## src/rtl/l4cls_pkg.sv

```systemverilog
package l4cls_pkg;

  parameter int POS_W = 5;

  localparam logic [7:0] PROTO_TCP = 8'd6;
  localparam logic [7:0] PROTO_UDP = 8'd17;

  localparam int OFF_SRC_HI   = 0;
  localparam int OFF_SRC_LO   = 1;
  localparam int OFF_DST_HI   = 2;
  localparam int OFF_DST_LO   = 3;
  localparam int OFF_ULEN_HI  = 4;
  localparam int OFF_ULEN_LO  = 5;
  localparam int OFF_UCSUM_HI = 6;
  localparam int OFF_UCSUM_LO = 7;
  localparam int OFF_TFLAGS   = 13;

  localparam int PSEUDO_WORDS = 6;

  typedef enum logic [7:0] {
    CODE_NONE    = 8'd0,
    CODE_CSUM    = 8'd2,
    CODE_ULEN    = 8'd3,
    CODE_PORT    = 8'd4,
    CODE_FINONLY = 8'd8,
    CODE_NOFLAG  = 8'd9,
    CODE_FINRST  = 8'd10,
    CODE_SYNURG  = 8'd11,
    CODE_SYNRST  = 8'd12,
    CODE_SYNFIN  = 8'd13
  } l4Code_e;

  typedef struct packed {
    logic             clear;
    logic             take;
    logic             done;
    logic             lowLane;
    logic [POS_W-1:0] pos;
  } l4Strobe_t;

  function automatic l4Code_e tcpFlagCode(input logic [7:0] f);
    l4Code_e c;
    c = CODE_NONE;
    if (f == 8'h01)                 c = CODE_FINONLY;
    else if (f == 8'h00)            c = CODE_NOFLAG;
    else if (f[0] && f[2])          c = CODE_FINRST;
    else if (f[1] && f[5])          c = CODE_SYNURG;
    else if (f[1] && f[2])          c = CODE_SYNRST;
    else if (f[1] && f[0])          c = CODE_SYNFIN;
    return c;
  endfunction

endpackage

```

## src/rtl/l4cls_ctrl.sv

```systemverilog
module l4cls_ctrl
  import l4cls_pkg::*;
(
  input  logic      clk,
  input  logic      rstN,
  input  logic      byteValid,
  input  logic      byteStart,
  input  logic      byteLast,
  output l4Strobe_t strobe
);

  localparam logic [POS_W-1:0] POS_MAX = '1;

  logic             openQ;
  logic             laneQ;
  logic [POS_W-1:0] posQ;
  logic             accept;
  logic             curLow;
  logic [POS_W-1:0] curPos;

  always_comb begin
    accept         = byteValid && (byteStart || openQ);
    curPos         = byteStart ? '0 : posQ;
    curLow         = byteStart ? 1'b0 : laneQ;
    strobe.clear   = byteValid && byteStart;
    strobe.take    = accept;
    strobe.done    = accept && byteLast;
    strobe.lowLane = curLow;
    strobe.pos     = curPos;
  end

  always_ff @(posedge clk or negedge rstN) begin
    if (!rstN) begin
      openQ <= 1'b0;
      laneQ <= 1'b0;
      posQ  <= '0;
    end else if (accept) begin
      openQ <= !byteLast;
      laneQ <= !curLow;
      posQ  <= (curPos == POS_MAX) ? POS_MAX : curPos + 1'b1;
    end
  end

  // once a segment has ended, only a start byte can be taken next cycle
  a_r12_restart_needs_start: assert property (@(posedge clk) disable iff (!rstN)
    strobe.done |=> (!strobe.take || strobe.clear));

endmodule

```

## src/rtl/l4cls_dpath.sv

```systemverilog
module l4cls_dpath
  import l4cls_pkg::*;
(
  input  logic        clk,
  input  logic        rstN,
  input  l4Strobe_t   strobe,
  input  logic [7:0]  byteData,
  input  logic [7:0]  ipProto,
  input  logic [15:0] ipPayloadLen,
  input  logic [31:0] ipSrcAddr,
  input  logic [31:0] ipDstAddr,
  input  logic        checkEnable,
  output logic        resValid,
  output logic        resErr,
  output logic [7:0]  resCode,
  output logic        resTcpUdp
);

  localparam int ACC_W   = 17;
  localparam int PSUM_W  = 16 + $clog2(PSEUDO_WORDS);
  localparam int TOTAL_W = PSUM_W + 1;

  logic [15:0] srcQ, dstQ, ulenQ, ucsQ;
  logic [15:0] srcN, dstN, ulenN, ucsN;
  logic [7:0]  flagQ, flagN;

  logic [ACC_W-1:0] accQ, accBase, accSum, accN, laneWord;
  logic [15:0]      pseudoWord [PSEUDO_WORDS];
  logic [PSUM_W-1:0]  pseudoSum;
  logic [TOTAL_W-1:0] totalSum;
  logic [16:0]      fold1;
  logic [15:0]      fold2;

  logic    isTcp, isUdp, runCheck, csumBad, lenBad, portBad, flagBad, anyBad;
  l4Code_e flagCode, codeN, codeQ;
  logic    errQ, validQ, tcpUdpQ;

  // field capture by byte position
  always_comb begin
    srcN  = strobe.clear ? '0 : srcQ;
    dstN  = strobe.clear ? '0 : dstQ;
    ulenN = strobe.clear ? '0 : ulenQ;
    ucsN  = strobe.clear ? '0 : ucsQ;
    flagN = strobe.clear ? '0 : flagQ;
    if (strobe.take) begin
      case (int'(strobe.pos))
        OFF_SRC_HI:   srcN[15:8]  = byteData;
        OFF_SRC_LO:   srcN[7:0]   = byteData;
        OFF_DST_HI:   dstN[15:8]  = byteData;
        OFF_DST_LO:   dstN[7:0]   = byteData;
        OFF_ULEN_HI:  ulenN[15:8] = byteData;
        OFF_ULEN_LO:  ulenN[7:0]  = byteData;
        OFF_UCSUM_HI: ucsN[15:8]  = byteData;
        OFF_UCSUM_LO: ucsN[7:0]   = byteData;
        OFF_TFLAGS:   flagN       = byteData;
        default: ;
      endcase
    end
  end

  // running ones-complement sum with end-around carry
  always_comb begin
    accBase  = strobe.clear ? '0 : accQ;
    laneWord = strobe.lowLane ? {9'd0, byteData} : {1'b0, byteData, 8'd0};
    accSum   = {1'b0, accBase[15:0]} + {16'd0, accBase[16]} + laneWord;
    accN     = strobe.take ? accSum : accQ;
  end

  // pseudo-header words
  assign pseudoWord[0] = ipSrcAddr[31:16];
  assign pseudoWord[1] = ipSrcAddr[15:0];
  assign pseudoWord[2] = ipDstAddr[31:16];
  assign pseudoWord[3] = ipDstAddr[15:0];
  assign pseudoWord[4] = {8'd0, ipProto};
  assign pseudoWord[5] = ipPayloadLen;

  generate
    genvar gw;
    logic [PSUM_W-1:0] partial [PSEUDO_WORDS+1];
    assign partial[0] = '0;
    for (gw = 0; gw < PSEUDO_WORDS; gw++) begin : g_pseudo
      assign partial[gw+1] = partial[gw] + {{(PSUM_W-16){1'b0}}, pseudoWord[gw]};
    end
    assign pseudoSum = partial[PSEUDO_WORDS];
  endgenerate

  always_comb begin
    totalSum = {{(TOTAL_W-16){1'b0}}, accN[15:0]}
             + {{(TOTAL_W-1){1'b0}}, accN[16]}
             + {1'b0, pseudoSum};
    fold1 = {1'b0, totalSum[15:0]} + {{(17-(TOTAL_W-16)){1'b0}}, totalSum[TOTAL_W-1:16]};
    fold2 = fold1[15:0] + {15'd0, fold1[16]};
  end

  // rule evaluation on the final byte
  always_comb begin
    isTcp    = (ipProto == PROTO_TCP);
    isUdp    = (ipProto == PROTO_UDP);
    runCheck = checkEnable && (isTcp || isUdp);
    csumBad  = (fold2 != 16'hFFFF) && !(isUdp && (ucsN == 16'd0));
    lenBad   = isUdp && (ulenN > ipPayloadLen);
    portBad  = (srcN == 16'd0) || (dstN == 16'd0);
    flagCode = tcpFlagCode(flagN);
    flagBad  = isTcp && (flagCode != CODE_NONE);
    anyBad   = runCheck && (csumBad || lenBad || portBad || flagBad);
    if (!runCheck)    codeN = CODE_NONE;
    else if (csumBad) codeN = CODE_CSUM;
    else if (lenBad)  codeN = CODE_ULEN;
    else if (portBad) codeN = CODE_PORT;
    else if (isTcp)   codeN = flagCode;
    else              codeN = CODE_NONE;
  end

  always_ff @(posedge clk or negedge rstN) begin
    if (!rstN) begin
      srcQ    <= '0;
      dstQ    <= '0;
      ulenQ   <= '0;
      ucsQ    <= '0;
      flagQ   <= '0;
      accQ    <= '0;
      validQ  <= 1'b0;
      errQ    <= 1'b0;
      codeQ   <= CODE_NONE;
      tcpUdpQ <= 1'b0;
    end else begin
      srcQ   <= srcN;
      dstQ   <= dstN;
      ulenQ  <= ulenN;
      ucsQ   <= ucsN;
      flagQ  <= flagN;
      accQ   <= accN;
      validQ <= strobe.done;
      if (strobe.done) begin
        errQ    <= anyBad;
        codeQ   <= codeN;
        tcpUdpQ <= isTcp || isUdp;
      end
    end
  end

  assign resValid  = validQ;
  assign resErr    = errQ;
  assign resCode   = codeQ;
  assign resTcpUdp = tcpUdpQ;

  // the error flag and the priority encoder agree
  a_r3_err_matches_code: assert property (@(posedge clk) disable iff (!rstN)
    resErr == (resCode != 8'd0));

  // outputs hold between result strobes
  a_r1_hold_when_idle: assert property (@(posedge clk) disable iff (!rstN)
    !resValid |-> ($stable(resCode) && $stable(resErr) && $stable(resTcpUdp)));

endmodule

```

## src/rtl/l4_exception_classifier.sv

```systemverilog
module l4_exception_classifier
  import l4cls_pkg::*;
(
  input  logic        clk,
  input  logic        rstN,
  input  logic        byteValid,
  input  logic        byteStart,
  input  logic        byteLast,
  input  logic [7:0]  byteData,
  input  logic [7:0]  ipProto,
  input  logic [15:0] ipPayloadLen,
  input  logic [31:0] ipSrcAddr,
  input  logic [31:0] ipDstAddr,
  input  logic        checkEnable,
  output logic        resValid,
  output logic        resErr,
  output logic [7:0]  resCode,
  output logic        resTcpUdp
);

  l4Strobe_t strobe;

  l4cls_ctrl i_ctrl (
    .clk       (clk),
    .rstN      (rstN),
    .byteValid (byteValid),
    .byteStart (byteStart),
    .byteLast  (byteLast),
    .strobe    (strobe)
  );

  l4cls_dpath i_dpath (
    .clk          (clk),
    .rstN         (rstN),
    .strobe       (strobe),
    .byteData     (byteData),
    .ipProto      (ipProto),
    .ipPayloadLen (ipPayloadLen),
    .ipSrcAddr    (ipSrcAddr),
    .ipDstAddr    (ipDstAddr),
    .checkEnable  (checkEnable),
    .resValid     (resValid),
    .resErr       (resErr),
    .resCode      (resCode),
    .resTcpUdp    (resTcpUdp)
  );

  // a result strobe follows a last byte
  a_r1_valid_follows_last: assert property (@(posedge clk) disable iff (!rstN)
    resValid |-> $past(byteValid && byteLast));

  // protocol indication matches the protocol seen with the last byte
  a_r2_tcpudp_proto: assert property (@(posedge clk) disable iff (!rstN)
    resValid |-> (resTcpUdp == ($past(ipProto) == PROTO_TCP || $past(ipProto) == PROTO_UDP)));

  // no error without the enable
  a_r3_err_needs_enable: assert property (@(posedge clk) disable iff (!rstN)
    (resValid && resErr) |-> $past(checkEnable));

  // the length code is UDP only
  a_r6_len_udp_only: assert property (@(posedge clk) disable iff (!rstN)
    (resValid && resCode == 8'd3) |-> ($past(ipProto) == PROTO_UDP));

  // flag codes are TCP only
  a_r9_flagcodes_tcp_only: assert property (@(posedge clk) disable iff (!rstN)
    (resValid && resCode >= 8'd8) |-> ($past(ipProto) == PROTO_TCP));

endmodule

```

## config.mk

```make
export PLATFORM = sky130hd
export DESIGN_NAME = l4_exception_classifier
export DESIGN_NICKNAME = d
export VERILOG_FILES = /design/src/rtl/l4cls_pkg.sv /design/src/rtl/l4cls_ctrl.sv /design/src/rtl/l4cls_dpath.sv /design/src/rtl/l4_exception_classifier.sv
export SDC_FILE = /design/constraint.sdc
export NUM_CORES = 1
export LEC_CHECK = 0
export ABC_AREA = 1
export CAP_MARGIN = 20
export CELL_PAD_IN_SITES_DETAIL_PLACEMENT = 1
export CELL_PAD_IN_SITES_GLOBAL_PLACEMENT = 1
export CORE_MARGIN = 8
export CORE_UTILIZATION = 25
export CTS_CLUSTER_DIAMETER = 120
export DETAILED_ROUTE_END_ITERATION = 16
export GPL_TIMING_DRIVEN = 1
export PLACE_DENSITY = 0.52
export SKIP_CTS_REPAIR_TIMING = 1
export SYNTH_ARGS = -nofsm -noshare
export SYNTH_HDL_FRONTEND = slang
export SYNTH_SLANG_ARGS = --single-unit
export TNS_END_PERCENT = 50
```

## constraint.sdc

```tcl
create_clock -name clk -period 7.65 [get_ports clk]
set_input_delay 1.1475 -clock clk [delete_from_list [all_inputs] [get_ports clk]]
set_output_delay 1.1475 -clock clk [all_outputs]
set_load 0.02 [all_outputs]
```

Word-level counts from Yosys, hierarchy flattened
Cells that the tools add are included.
{"block": "classes", "n_addsub": 12, "n_lt_le_gt_ge": 1, "n_eq_ne": 13, "mux": 36, "n_reduce_logical": 28}
{"op": "2-to-1 mux 8 bit", "n": 21}
{"op": "2-to-1 mux 16 bit", "n": 9}
{"op": "adder 19 x 16 -> 19 bit", "n": 3}
{"op": "zero test 16 bit", "n": 3}
{"op": "adder 16 x 1 -> 17 bit", "n": 2}
{"op": "2-to-1 mux 17 bit", "n": 2}
{"op": "adder 20 x 19 -> 20 bit", "n": 1}
{"op": "== test 5 x 3 -> 1 bit, second input constant", "n": 4}
{"op": "adder 19 x 8 -> 19 bit", "n": 1}
{"op": "adder 16 x 16 -> 17 bit", "n": 1}
{"op": "adder 16 x 4 -> 17 bit", "n": 1}
{"op": "adder 17 bit", "n": 1}
{"op": "adder 16 x 1 -> 16 bit", "n": 1}
{"op": "> comparator 16 bit", "n": 1}
{"op": "inequality test 16 bit, second input constant", "n": 1}
{"op": "logical AND 1 bit", "n": 13}
{"op": "== test 5 x 2 -> 1 bit, second input constant", "n": 2}
{"op": "2-to-1 mux 5 bit", "n": 2}
{"op": "== test 8 x 1 -> 1 bit, second input constant", "n": 1}
{"op": "== test 8 x 3 -> 1 bit, second input constant", "n": 1}
{"op": "== test 8 x 5 -> 1 bit, second input constant", "n": 1}
{"op": "zero test 8 bit", "n": 1}
{"op": "nonzero test 8 bit", "n": 1}
{"op": "logical OR 1 bit", "n": 6}
{"op": "8 further kinds", "n": 10}
{"block": "totals", "register_bits": 107, "in_bits": 102, "out_inout_bits": 11, "elab_cells": 103}

Depth between registers and ports, before layout
Gate-level depths: netlist of the first run.
{"block": "logic_depth", "depth_word": 16, "depth_mapped": 74, "mapped_depth_nobuf": 70}

Cells and area by module
Synthesis of the first run repeated with hierarchy kept, for this count alone.
{"block": "unflattened", "cells_unflattened": 1195, "hier_area_um2": 9221.3}
{"module": "l4cls_dpath", "n_inst": 1, "cells_per_inst": 1135, "area_each_um2": 8793.4, "seq_area_each_um2": 2402.3}
{"module": "l4cls_ctrl", "n_inst": 1, "cells_per_inst": 60, "area_each_um2": 427.9, "seq_area_each_um2": 175.2}

Worst setup path before layout of the first run
OpenSTA, ideal clock, no wires.
{"block": "synth_timing", "kind": "input-to-reg", "startpoint": "input port byteStart", "endpoint": "register i_dpath.codeQ[1] (netlist: i_dpath.resCode[1])", "setup_ns": 0.119, "arrival_time_ns": 9.748, "required_ns": 7.531, "path_slack_ns": -2.218, "cell_stages": 68, "n_path_buf": 5, "path_cell_list": "buf_6 nand2_1 clkbuf_1 clkbuf_1 buf_2 buf_1 nand2_1 fa_1 fa_1 inv_1 nand3_1 nand3_1 nand3_1 nand2_1 nand2_1 nand2_1 nand2_1 nand2_1 [32 not listed] nor2_1 ha_1 ha_1 inv_1 nor2_1 nand2_1 nor2_1 nand3_1 nor2_1 nand3_1 nand2_1 nand3_1 nor3_2 nand2_1 nand2_2 nand2_2 o21ai_2 nand2_1"}
{"block": "synth_via", "elab_cells_between_ends": 68, "cone_classes": "6 x add/sub; 1 x order compare; 10 x eq/ne; 34 x mux; 17 x reduce/logical"}
{"element": "from (decl)", "line_no": "l4_exception_classifier.sv:7", "source": "input logic byteStart,"}
{"element": "logical AND 1 bit", "line_no": "l4cls_ctrl.sv:25", "source": "strobe.clear = byteValid && byteStart;"}
{"element": "2-to-1 mux 17 bit", "line_no": "l4cls_dpath.sv:63", "source": "accBase = strobe.clear ? '0 : accQ;"}
{"element": "adder 16 x 1 -> 17 bit", "line_no": "l4cls_dpath.sv:65", "source": "accSum = {1'b0, accBase[15:0]} + {16'd0, accBase[16]} + laneWord;"}
{"element": "adder 17 bit", "line_no": "l4cls_dpath.sv:65"}
{"element": "2-to-1 mux 17 bit *", "line_no": "l4cls_dpath.sv:66", "source": "accN = strobe.take ? accSum : accQ;"}
{"element": "via i_dpath.accN[16]", "line_no": "l4cls_dpath.sv:27", "source": "logic [ACC_W-1:0] accQ, accBase, accSum, accN, laneWord;"}
{"element": "adder 16 x 1 -> 17 bit *", "line_no": "l4cls_dpath.sv:89", "source": "+ {{(TOTAL_W-1){1'b0}}, accN[16]}"}
{"element": "adder 20 x 19 -> 20 bit *", "line_no": "l4cls_dpath.sv:90", "source": "+ {1'b0, pseudoSum};"}
{"element": "adder 16 x 4 -> 17 bit *", "line_no": "l4cls_dpath.sv:91", "source": "fold1 = {1'b0, totalSum[15:0]} + {{(17-(TOTAL_W-16)){1'b0}}, totalSum[TOTAL_W-1:16]};"}
{"element": "adder 16 x 1 -> 16 bit *", "line_no": "l4cls_dpath.sv:92", "source": "fold2 = fold1[15:0] + {15'd0, fold1[16]};"}
{"element": "inequality test 16 bit *", "line_no": "l4cls_dpath.sv:100", "source": "csumBad = (fold2 != 16'hFFFF) && !(isUdp && (ucsN == 16'd0));"}
{"element": "logical AND 1 bit *", "line_no": "l4cls_dpath.sv:100"}
{"element": "2-to-1 mux 8 bit *", "line_no": "l4cls_dpath.sv:107", "source": "else if (csumBad) codeN = CODE_CSUM;"}
{"element": "2-to-1 mux 8 bit *", "line_no": "l4cls_dpath.sv:106", "source": "if (!runCheck) codeN = CODE_NONE;"}
{"element": "to (signal assigned)", "line_no": "l4cls_dpath.sv:136", "source": "codeQ <= codeN;"}
{"element": "to (decl)", "line_no": "l4cls_dpath.sv:35", "source": "l4Code_e flagCode, codeN, codeQ;"}
Mark *: on every way through the listed nets, which the timed path passes. The rest lies on a longest branch.
A chain may end at the register's enable or synchronous reset.

Worst setup path in the final report of the first run
{"block": "layout_timing", "startpoint": "input port ipDstAddr[2]", "endpoint": "register i_dpath.codeQ[1] (netlist: i_dpath.resCode[1])"}
{"block": "layout_via", "elab_chain_len": 10}
{"element": "from (decl)", "line_no": "l4_exception_classifier.sv:13", "source": "input logic [31:0] ipDstAddr,"}
{"element": "adder 19 x 16 -> 19 bit", "line_no": "l4cls_dpath.sv:82", "source": "assign partial[gw+1] = partial[gw] + {{(PSUM_W-16){1'b0}}, pseudoWord[gw]};"}
{"element": "adder 19 x 8 -> 19 bit", "line_no": "l4cls_dpath.sv:82"}
{"element": "adder 19 x 16 -> 19 bit", "line_no": "l4cls_dpath.sv:82"}
{"element": "adder 20 x 19 -> 20 bit", "line_no": "l4cls_dpath.sv:90"}
{"element": "adder 16 x 4 -> 17 bit", "line_no": "l4cls_dpath.sv:91"}
{"element": "adder 16 x 1 -> 16 bit", "line_no": "l4cls_dpath.sv:92"}
{"element": "inequality test 16 bit", "line_no": "l4cls_dpath.sv:100"}
{"element": "logical AND 1 bit", "line_no": "l4cls_dpath.sv:100"}
{"element": "2-to-1 mux 8 bit", "line_no": "l4cls_dpath.sv:107"}
{"element": "2-to-1 mux 8 bit", "line_no": "l4cls_dpath.sv:106"}
Every way passes these cells.

==> impl_metrics.json, run 1 <==
{
  "synthArstFlopShare": 1.000,
  "initial_core_util": 0.2510,
  "cp_slowest_cell": "fa_1",
  "die_height_um": 220.3,
  "synth_top_area_frac": 0.2471,
  "syn_to_final_growth_pct": 52.70,
  "min_period_ps": 8857,
  "grt.total_usage": 0.1532,
  "skew_ps": 8.960,
  "gr-total-overflow": 0,
  "antenna_found_initial": 0,
  "rows": 75,
  "critPathMaxStageDelay_ps": 490,
  "grt_pass1_vias": 11550,
  "report.final.slew_viol_count": 0,
  "start_kind": "input pin",
  "routed_wl_mm": 37.22,
  "io_pins": 113,
  "die_area_um2": 48520,
  "worst_pin_slew_ps": 845.6,
  "grt_max_degree": 73,
  "synth.ff_latch_count": 103,
  "crit_required_ps": 7900,
  "relSlewSlack": 0.4325,
  "grt_pass1_wl_mm": 59.62,
  "clkTransAtPathRegs_ps": 80,
  "finalHoldViolations": 0,
  "fmax_mhz": 112.9,
  "synth_ff_type": "dfrtp_1",
  "multiInputGateArea_um2": 7756,
  "ys_warn_count": 0,
  "synth_top_cell_by_area": "dfrtp_1",
  "fin_util": 0.3832,
  "cap_viol_max_count": 0,
  "crit_path_end_kind": "flop",
  "synthCells": 1412,
  "seq_area_frac_synth": 0.2471,
  "core-area_um2": 41570,
  "drc": 0,
  "ant_nets": 0,
  "cts_tree": "built",
  "synth_area_leaders": "dfrtp_1 (25%), ha_1 (13%), inv_1 (8.9%), nand2_1 (8.9%), fa_1 (8.6%)",
  "arrival_ps": 9110,
  "numPortBuffers": 108,
  "wire_per_inst_um": 15.71,
  "violations": "setup timing",
  "setup_ws_ps": -1207,
  "drt-pass1-iter-count": 4,
  "synthTopCellsByCount": "inv_1 (248), nand2_1 (248), nand3_1 (129), ha_1 (105), dfrtp_1 (103)",
  "hold_class": "reg -> reg",
  "fill_cells": 5042,
  "vias": 10630,
  "fin_crit_sh": 1.158,
  "nNetsFinal": 2076,
  "gp_congestion": 0.8040,
  "rsz0062_at_grt": "true",
  "synth_cell_types": 58,
  "viasPerCell": 4.487,
  "die_w_um": 220.3,
  "hold_slack_ps": 480.3,
  "syn_area_um2": 10430,
  "status": "finished, violations left",
  "setup-violations-final": 5,
  "cts_sinks": 103,
  "syn_avg_cell_area_um2": 7.388,
  "crit_type": "in -> reg",
  "dr.first_iter.drc_count": 357,
  "cts_root_buf": "clkbuf_16",
  "cts_buffers": 9,
  "layout-drive-gt1-share": 0.3362,
  "insertion_delay_ps": 350,
  "cts_max_path_buffers": 2,
  "crit_top_cell": "nand2_1",
  "cts_max_level": 3,
  "synth_edf_count": 0,
  "critPathMaxFanout": 4,
  "dpl.hpwl_mm": 30.61,
  "ff_latch_area_um2": 2577
}
[placed cells by master, fill, tap and decap left out, types with 6 or more instances in the layout]
cell type / instances
o21ai_0: 76
a21oi_2: 14
clkdlybuf4s50_1: 79
nand3_2: 13
xor2_2: 7
nand4_1: 20
nor2_1: 81
clkbuf_16: 9
ha_4: 28
dlymetal6s2s_1: 24
nor3_1: 9
o21ai_1: 27
xnor2_1: 20
inv_2: 52
nor2_4: 10
nand2_2: 40
nor4_1: 12
dfrtp_1: 103
ha_1: 73
nand2_4: 10
nand3b_1: 6
nand2_1: 221
a21oi_4: 6
buf_4: 324
inv_1: 205
o21ai_2: 13
nor2_2: 22
a21oi_1: 49
fa_2: 8
fa_1: 37
xor2_1: 23
nand3_1: 119
[worst max-delay path, delay by kind of cell]
family / cells / cell delay (ps)
xor gates and xnor gates: 2 / 400
AOI/OAI and AO/OA: 4 / 530
and+or+nand+nor: 32 / 3240
buffers and inverters: 8 / 1090
adders and majority gates: 7 / 2690
[final timing paths]
check,start,to,slack [ps],depth (start not counted)
worst max register to register,i_ctrl.laneQ,i_dpath.resCode[1],-620,65
worst max-delay path,ipDstAddr[2],i_dpath.resCode[1],-1210,53
min in group asynchronous,rstN,i_dpath.flagQ[5],790,1
worst min register to register,i_dpath.resCode[1],i_dpath.resCode[1],480,2
worst min-delay path,i_dpath.resCode[1],i_dpath.resCode[1],480,2
max in group asynchronous,rstN,i_dpath.srcQ[14],5680,2
[cell families after synthesis]
family	synth area share
AND/OR/NAND/NOR	0.2577
buffers and inverters	0.1126
XOR/XNOR	0.04857
AO/OA/AOI/OAI	0.1214
other	0.0003595
adder cells (fa/ha/maj)	0.2123
flip-flops	0.2471
[through the flow]
stage                     instance area, um^2  setup WS (ps)  cells  TNS, ps
final                                   15930          -1207   2369    -5697
after global routing                    15930          -1750   2368    -8410
after CTS                               14700          -2245   2343   -10980
after detailed placement                14370          -2575   2327   -12650
after global placement                  14370          -2447   2327   -12010
after floorplan                         10590          -1270   1415    -6031
[cell type report]
| class | instances | share of cell area |
|---|---|---|
| diodes | 1 | 0.0001571 |
| clock inverters | 7 | 0.007147 |
| repair buffers | 434 | 0.2263 |
| clock buffers | 9 | 0.01414 |
| inverters | 259 | 0.06126 |
| multi-input cells | 1017 | 0.4869 |
| flip-flops and latches | 103 | 0.1618 |
| well taps | 539 | 0.04233 |
[state kept, by name, indices dropped and copies added, names as in the netlist]
signal / flops
i_dpath.resCode: 4
i_dpath.srcQ: 16
i_dpath.flagQ: 8
i_ctrl.laneQ: 1
i_dpath.resTcpUdp: 1
i_ctrl.openQ: 1
i_dpath.ulenQ: 16
i_dpath.ucsQ: 16
i_dpath.accQ: 17
i_dpath.resValid: 1
i_dpath.dstQ: 16
i_ctrl.posQ: 5
i_dpath.resErr: 1
[metal layers]
metal / GRT usage / vias to the layer above / wire (um)
met4: 0.03603 / 0 / 416
met1: 0.1907 / 5139 / 16680
met5: 0 / - / 0
met3: 0.01504 / 23 / 790
li1: - / 5370 / -
met2: 0.2808 / 97 / 19330
Power of run 1 is left out: the tool's default activity adds up to more than one toggle a clock period on the data nets, which glitch-free logic cannot reach.
==> inputs of run 2 (changes only) <==
--- a/config.mk
+++ b/config.mk
@@ -15,7 +15,6 @@
 export DETAILED_ROUTE_END_ITERATION = 16
 export GPL_TIMING_DRIVEN = 1
 export PLACE_DENSITY = 0.52
-export SKIP_CTS_REPAIR_TIMING = 1
 export SYNTH_ARGS = -nofsm -noshare
 export SYNTH_HDL_FRONTEND = slang
 export SYNTH_SLANG_ARGS = --single-unit
==> impl_metrics.json, run 2 (synthesized netlist as in run 1, its figures left out) <==
{
  "arrival_ps": 9130,
  "clkTransAtPathRegs_ps": 80,
  "r2r_setup_slack_ps": -610,
  "gp_congestion": 0.8040,
  "violations": "setup timing",
  "core-area_um2": 41570,
  "worst_pin_slew_ps": 812.9,
  "die_height_um": 220.3,
  "io_pins": 113,
  "routed_wl_mm": 40.86,
  "cts_buffers": 9,
  "die_area_um2": 48520,
  "antenna_found_initial": 0,
  "insertion_delay_ps": 350,
  "cts_max_level": 3,
  "rsz0062_at_grt": "true",
  "ant_nets": 0,
  "largest_register": "i_dpath.accQ",
  "syn_to_final_growth_pct": 61.49,
  "met2_usage": 0.3224,
  "numPortBuffers": 108,
  "setup_ws_ps": -1234,
  "gr-total-overflow": 0,
  "r2r_cells": 65,
  "crit_top_cell": "buf_4",
  "crit_required_ps": 7900,
  "start_kind": "input pin",
  "dr.first_iter.drc_count": 445,
  "vias": 11270,
  "fill_cells": 5009,
  "fmax_mhz": 112.6,
  "busiest_layer": "met2",
  "skew_ps": 10.83,
  "insertedDiodeCount": 0,
  "dpl.hpwl_mm": 30.61,
  "viasPerCell": 4.546,
  "crit_path_end_kind": "flop",
  "initial_core_util": 0.2510,
  "ff_latch_area_um2": 2577,
  "grt.total_usage": 0.1724,
  "hold_slack_ps": 480.2,
  "mostFrequentLayoutCell": "buf_4",
  "drc": 0,
  "holdPathStages": 2,
  "largest_reg_flops": 17,
  "grt_pass1_vias": 12740,
  "drt-pass1-iter-count": 4,
  "critPathMaxFanout": 4,
  "layout_common_cells": "buf_4 (431), nand2_1 (214), inv_1 (206)",
  "use_met1": 0.2009,
  "cts_root_buf": "clkbuf_16",
  "die_w_um": 220.3,
  "crit_type": "in -> reg",
  "min_period_ps": 8884,
  "finalHoldViolations": 0,
  "multiInputGateArea_um2": 7891,
  "place_area_um2": 14370,
  "hold_class": "reg -> reg",
  "critPathMaxStageDelay_ps": 580,
  "grt_pass1_wl_mm": 66.52,
  "cts_max_path_buffers": 2,
  "cts_sinks": 103,
  "wire_per_inst_um": 16.48,
  "grt_util_met3": 0.01709,
  "report.final.slew_viol_count": 0,
  "fin_area_um2": 16850,
  "nNetsFinal": 2188,
  "min_from": "i_dpath.resCode[0]",
  "rows": 75,
  "grt_max_degree": 73,
  "setup-violations-final": 6,
  "r2r-start": "i_ctrl.laneQ",
  "relSlewSlack": 0.4545,
  "r2r-end": "i_dpath.resErr",
  "hold_buffers": 0,
  "hold_end": "i_dpath.resCode[0]",
  "status": "finished, violations left",
  "fin_crit_sh": 1.161,
  "cap_viol_max_count": 0,
  "cts_tree": "built",
  "layout-drive-gt1-share": 0.3859,
  "cp_slowest_cell": "fa_2"
}
-- run 2: cell types whose count changed in the layout (fill, tap and decap cells not counted), sizes merged --
cell / before / now
clkdlybuf4s15: 0 / 6
clkdlybuf4s50: 79 / 75
dlygate4sd2: 0 / 19
clkinvlp: 1 / 0
diode: 1 / 0
inv: 259 / 260
buf: 330 / 445
dlymetal6s2s: 24 / 0
-- run 2: what timing repair did --
action | CTS | global route
setup endpoints to repair | 5 | 6
pin swaps | 120 | 55
buffers inserted | 130 | 8
resized for setup | 257 | 51
cloned | 0 | 1
-- run 2: worst max-delay path: cells and delay by family --
family / cells / cell delay [ps]
AND/OR/NAND/NOR: 23 / 2270
AO/OA/AOI/OAI: 2 / 210
XOR/XNOR: 1 / 220
adder cells (fa/ha/maj): 8 / 2710
buffers and inverters: 23 / 2500
-- run 2: final cells by class --
| class | instances | share of cell area |
|---|---|---|
| clock inverters | 7 | 0.006758 |
| multi-input cells | 1017 | 0.4684 |
| flip-flops and latches | 103 | 0.1530 |
| repair buffers | 546 | 0.2603 |
| clock buffers | 9 | 0.01337 |
| well taps | 539 | 0.04003 |
| inverters | 259 | 0.05815 |
-- run 2: metrics by stage --
stage                     instances    util  setup slack [ps]  TNS [ps]
after global routing           2480  0.4053             -1801     -9479
after global placement         2327  0.3456             -2447    -12010
after detailed placement       2327  0.3456             -2575    -12650
after floorplan                1415       -             -1270     -6031
after CTS                      2471  0.3978            -994.2     -4778
final                          2480  0.4053             -1234     -6560
-- run 2: worst max-delay path by stage --
| stage | depth (start not counted) | end | start |
|---|---|---|---|
| final | 57 | i_dpath.resErr | ipDstAddr[1] |
| after global routing | 69 | i_dpath.resErr | byteStart |
| after CTS | 57 | i_dpath.resCode[1] | ipDstAddr[1] |
| after detailed placement | 60 | i_dpath.resCode[1] | ipSrcAddr[0] |
| after global placement | 60 | i_dpath.resCode[1] | ipSrcAddr[0] |
| after floorplan | 68 | i_dpath.resCode[1] | byteStart |
-- run 2: metal layers --
layer  up-vias  wire length (um)
li1       5589                 -
met1      5465             17450
met2       154             21170
met3        65               904
met4         0              1341
met5         -                 0
Power of run 2 is left out for the same reason.
